$ cat config.mk
export PLATFORM = sky130hd
export DESIGN_NAME = mchk_ctrl
export DESIGN_NICKNAME = d
export VERILOG_FILES = /design/src/rtl/mchk_ctrl.sv
export SDC_FILE = /design/constraint.sdc
export NUM_CORES = 1
export LEC_CHECK = 0
export BUFFER_PORTS_ARGS = -buffer_cell sky130_fd_sc_hd__buf_4
export CAP_MARGIN = 20
export CORE_MARGIN = 2
export CORE_UTILIZATION = 30
export CTS_CLUSTER_DIAMETER = 40
export DETAILED_ROUTE_END_ITERATION = 10
export SYNTH_ARGS = -nofsm -noshare
export SYNTH_HDL_FRONTEND = slang
export SYNTH_SLANG_ARGS = --single-unit
$ cat constraint.sdc
create_clock -name clk -period 1.68 [get_ports clk]
set_input_delay 0.084 -clock clk [delete_from_list [all_inputs] [get_ports clk]]
set_output_delay 0.084 -clock clk [all_outputs]
set_load 0.005 [all_outputs]
$ cat src/rtl/mchk_ctrl.sv
module mchk_ctrl #(
  parameter int AW = 32,
  parameter int OW = 12,
  localparam int PW = AW - OW - 4,
  localparam int SW = 6
) (
  input  logic          clk,
  input  logic          rst_n,
  input  logic          ifetch_mc,
  input  logic          icache_par,
  input  logic          iread_irq,
  input  logic          drd_busy,
  input  logic          drd_tmo,
  input  logic          drd_err,
  input  logic          drd_irq,
  input  logic          dwr_busy,
  input  logic          dwr_tmo,
  input  logic          dwr_err,
  input  logic          dwr_irq,
  input  logic          dcache_par,
  input  logic          tlb_par,
  input  logic          en_wr,
  input  logic          en_wdata,
  input  logic          mc_return,
  input  logic          clr_valid,
  input  logic [SW:0]   clr_mask,
  input  logic [AW-1:0] cur_pc,
  input  logic [AW-1:0] next_pc,
  input  logic [PW-1:0] vec_pfx,
  input  logic [OW-1:0] vec_ofs,
  output logic          take_irq,
  output logic [AW-1:0] vector,
  output logic [AW-1:0] save_pc,
  output logic [SW-1:0] mc_status,
  output logic          syndrome,
  output logic          mc_en,
  output logic          suppress
);

  logic [SW-1:0] st_q;
  logic          syn_q, en_q, en_sv_q;
  logic [AW-1:0] spc_q;

  logic          c_ifetch, c_drd, c_dwr;
  logic [SW-2:0] cause;
  logic [SW-1:0] st_set, st_clr;
  logic          syn_clr;

  assign c_ifetch = icache_par | iread_irq;
  assign c_drd    = drd_busy & (drd_tmo | drd_err | drd_irq);
  assign c_dwr    = dwr_busy & (dwr_tmo | dwr_err | dwr_irq);
  assign cause    = {tlb_par, dcache_par, c_dwr, c_drd, c_ifetch};
  assign st_set   = {cause, |cause};
  assign st_clr   = clr_valid ? clr_mask[SW-1:0] : '0;
  assign syn_clr  = clr_valid & clr_mask[SW];

  assign take_irq = en_q & (ifetch_mc | st_q[0]);
  assign suppress = en_q & ifetch_mc;

  always_ff @(posedge clk or negedge rst_n) begin
    if (!rst_n) begin
      st_q    <= '0;
      syn_q   <= 1'b0;
      en_q    <= 1'b0;
      en_sv_q <= 1'b0;
      spc_q   <= '0;
    end else begin
      st_q  <= (st_q & ~st_clr) | st_set;
      syn_q <= (syn_q & ~syn_clr) | ifetch_mc;
      if (take_irq) begin
        en_q    <= 1'b0;
        en_sv_q <= en_q;
        spc_q   <= ifetch_mc ? cur_pc : next_pc;
      end else if (mc_return) begin
        en_q <= en_sv_q;
      end else if (en_wr) begin
        en_q <= en_wdata;
      end
    end
  end

  assign vector    = {vec_pfx, vec_ofs, 4'b0000};
  assign save_pc   = spc_q;
  assign mc_status = st_q;
  assign syndrome  = syn_q;
  assign mc_en     = en_q;

endmodule


=== Yosys cells after proc, flatten, opt, wreduce, memory -nomap -nowiden ===
Index checks and enable logic that the tools add are counted.

* Output and inout port bits: 74
* Register bits: 41
* Input bits: 118

* Bitwise operators: 17
* Reductions and logical operators: 2
* Mux-type cells: 5

{| class="wikitable"
|+ Operator list
! kind !! count
|-
| $mux 32 || 1
|-
| $or 1x1->1 || 7
|-
| $and 1x1->1 || 6
|-
| $and 6x6->6 || 1
|-
| $mux 6 || 1
|-
| $not 6->6 || 1
|-
| $or 6x6->6 || 1
|-
| $reduce_or 5->1 || 1
|-
| $mux 1 || 3
|-
| $reduce_bool 3->1 || 1
|-
| $not 1->1 || 1
|}

=== Depth between registers and ports, before layout ===
* Depth after elaboration: 5
* Depth in mapped cells: 5

=== Worst setup path after synthesis ===
No wires, ideal clock.

* Path kind: flip-flop to flip-flop
* Start: register st_q[0], in the netlist mc_status[0]
* End: register spc_q[0], in the netlist save_pc[0]
* Path slack: 438 ps
* Setup time: 125 ps
* Buffers on the path: 2
* Required time: 1,555 ps
* Stages on the path, launching flop included: 5
* Arrival: 1,117 ps
* Cell sequence: dfrtp_1 > o21a_1 > buf_6 > buf_6 > mux2_4

* Word-level cells in the longest chain between the ends: 2

{| class="wikitable"
|+ RTL lines
! what !! line !! text
|-
| start, declared || 40 || <nowiki>logic [SW-1:0] st_q;</nowiki>
|-
| start signal, assigned || 68 || <nowiki>st_q <= (st_q & ~st_clr) | st_set;</nowiki>
|-
| $or 1x1->1 || 57 || <nowiki>assign take_irq = en_q & (ifetch_mc | st_q[0]);</nowiki>
|-
| $and 1x1->1 || 57 ||
|-
| end signal, assigned || 73 || <nowiki>spc_q <= ifetch_mc ? cur_pc : next_pc;</nowiki>
|-
| end, declared || 42 || <nowiki>logic [AW-1:0] spc_q;</nowiki>
|}

No other way between the ends.
A chain may end at the register's enable or synchronous reset.

=== Worst setup path in the final report ===
* Start: input dcache_par
* End: register st_q[0], in the netlist mc_status[0]

* Word-level cells in the longest chain between the ends: 2

{| class="wikitable"
|+ RTL lines
! what !! line !! text
|-
| start, declared || 20 || <nowiki>input logic dcache_par,</nowiki>
|-
| $reduce_or 5->1 || 53 || <nowiki>assign st_set = {cause, |cause};</nowiki>
|-
| $or 6x6->6 || 68 ||
|}

No other way between the ends.

==> parameters.txt <==
Parameter                              Value

Floorplanning
  Row cnt    32
  Floorplan die area    0.00847 mm^2
  # IOs    ~190
  Starting utilization of the core area    30.6%
  Die outline width    approximately 92 um
  Core outline area    roughly 0.0076 mm^2
  Die Y-Extent    92.1 um

Final layout
  Fin util    44.2%
  Layout overhead on the synthesized area    44.5%
  Fin nets    397
  Number of filler instances in the final layout    731
  Antenna cells    0
  Fraction of layout instances using a drive strength above 1    about 74%

Clock tree
  Worst skew pair latency    0.28 ns
  Number of instances resized during post-cts repair    0
  Maximum buffer depth of the clock tree    2
  Post-CTS Setup Bufs    0
  Number of levels the H-tree was split into    2
  TritonCTS clock tree    built
  Clock root buffer master    clkbuf_8
  Clk pin slew, worst setup/hold paths    0.08 ns
  Hold_buf cts    5
  CTS Buf Count    5
  CTS sink cnt    a little over 40

Job
  MaxCap Viol Count    0

STA
  Worst-case clock skew    about 0.0028 ns
  Finish-stage setup viols    0
  Least-Margin Pin Slew    0.523 ns
  Normalized max-slew margin    65.1%
  Number of pins with negative max-slew slack in the final report    0
  Clock period minus worst slack    1.50 ns
  Highest clock frequency the design can meet    ~670 MHz
  Setup repair after global routing missed its margin    no
  Period utilisation layout    89.2%
  Final Hold Vio Count    0
  Accumulated negative setup slack    0 ns

Yosys
  Distinct cell type count of the synthesized netlist    24
  Flops & latches, synth    41
  Sequential element share of the synthesized area    around 44%
  Dominant cell by count in the synthesized netlist    dfrtp_1
  Post-synthesis average cell area    ~14 um^2
  Total number of yosys warnings    0
  Top cells by area in the synthesized netlist    dfrtp_1 44%, mux2_2 18%, mux2_4 17%
  Asr flop ratio synth    100%
  Synthesized instance count    170
  Library cell with the largest summed area after synthesis    dfrtp_1
  Most instantiated flip-flop cell in the synthesis netlist    dfrtp_1
  Post-synth top area share    around 44%
  Post-synth EDFFs    0
  Cell types with the highest counts after synthesis    41 x dfrtp_1, 37 x mux2_2, 33 x buf_4
  Cell Area, Synth    between 0.002 and 0.0025 mm^2

Worst setup path
  WP data arrival    roughly 1.7 ns
  Critical path launch point type    primary input
  Critical path's slowest cell    dlygate4sd3_1
  Crit-path max FO    2
  Worst-case register-to-register setup slack    approximately 0.38 ns
  Setup crit end kind    register
  Worst setup path class    in2reg
  Cells along the critical path    dlygate4sd3_1, buf_4, or4_1, a2111o_1
  Peak per-stage delay on the critical path    0.54 ns
  Data required time of the worst path    about 1.9 ns

Drt
  DRC violation total after the first TritonRoute iteration    29
  Routed vias    1,653
  Vias per cell    approximately 4.3
  Antenna-violating nets left    0
  Detailed Route WL    4.97 mm
  Number of detailed-routing iterations run before antenna repair    2
  Number of remaining DRC errors    0
  Routed length per instance    between 10 and 15 um

Global route
  Overall Global Routing Usage    around an eighth
  Via count of the first global-routing pass    1,799
  Overflow after GRT    0
  Initial antenna violation count    0
  Largest net degree at the start of global routing    42
  Wire length of the first global-routing pass    8.22 mm

Pwr
  Leakage Power    1.63 nW
  Worst-case vdd ir drop    0.446 mV
  Total power per unit cell area    1130 mW/mm^2

Placement
  Post-detailed-placement half-perimeter wirelength    around 3.7 mm
  Quantity of I/O buffers inserted on ports    approximately 130
  Final weighted congestion in routability-driven placement    roughly 0.71

Status
  Outcome    finished, final reports clean

Worst hold path
  Min-Delay Path Class    in2reg
-- layout make-up --
| type | count | area [um^2] | share of cell area (%) |
|---|---|---|---|
| clock inverter | 1 | 30.0 | 0.893 |
| multi-input combinational | 91 | 995 | 29.6 |
| inverter | 1 | 3.75 | 0.112 |
| clock buffer | 7 | 86.3 | 2.57 |
| tap | 102 | 128 | 3.80 |
| timing repair buffer | 139 | 1090 | 32.5 |
| sequential | 41 | 1030 | 30.5 |
-- worst paths after layout --
check	from	end	depth (start not counted)
min reg2reg	en_sv_q	en_sv_q	1
max reg2reg	mc_status[1]	mc_status[1]	2
min	drd_busy	mc_status[0]	2
min in group asynchronous	rst_n	save_pc[7]	2
max	dcache_par	mc_status[0]	4
max in group asynchronous	rst_n	save_pc[26]	2
-- critical path: cells and delay by family --
kind,cells,cell delay (ns)
AOI/OAI and AO/OA,1,0.39
and+or+nand+nor,1,0.52
buffers and inverters,2,0.68
-- stage by stage --
stage | hold WS, ns | worst slack [ns] | std cells | power (W) | area, um^2
global placement | 0.104 | 0.447 | 369 | 0.00301 | 3200
CTS | 0.00811 | 0.182 | 382 | 0.00388 | 3360
detailed placement | 0.110 | 0.425 | 369 | 0.00302 | 3200
floorplan | -0.212 | 0.438 | 173 | 0.00229 | 2340
finish | 0.0221 | 0.181 | 382 | 0.00379 | 3360
global route | 0.0159 | 0.153 | 382 | 0.00405 | 3360
-- cell families (layout without fill, tap and decap cells) --
group | Yosys count | after routing | synth area share [%]
simple gates | 11 | 11 | 2.37
other cells | 1 | 4 | 0.161
buf+inv | 41 | 148 | 13.7
compound gates | 11 | 11 | 3.93
flops | 41 | 41 | 44.1
mux | 65 | 65 | 35.8
-- power breakdown --
part	internal [W]	switching [W]	leakage, nW
logic	0.00106	0.000454	1.11
registers	0.00130	0.000174	0.462
clock network	0.000484	0.000324	0.0585
-- registers in the layout, summed over array words and instances, names as in the netlist --
name,count
mc_en,1
syndrome,1
save_pc,32
mc_status,6
en_sv_q,1
-- metal layers --
metal	vias to the layer above	GRT usage (%)	wire length [um]
li1	771	-	-
met3	15	4.68	503
met4	0	4.35	81
met5	-	0	0
met2	90	20.5	2410
met1	777	13.4	1970
-- placed cells by master, fill, tap and decap left out --
cell,instances
a21boi_0,1
clkbuf_1,1
a2111o_1,1
o31a_1,1
buf_12,3
clkbuf_8,6
or3_1,1
dlygate4sd3_1,5
or2_2,1
o21a_2,1
a21o_2,1
a211oi_1,1
bufinv_16,1
conb_1,4
inv_1,1
buf_4,131
or4_1,1
mux2i_1,1
a21o_1,3
nor2b_1,1
a22o_1,1
mux2_4,27
and2_1,1
nand2_1,6
a211o_1,1
mux2_2,37
dfrtp_1,41
Note: power is estimated with default switching activity, not from simulation.
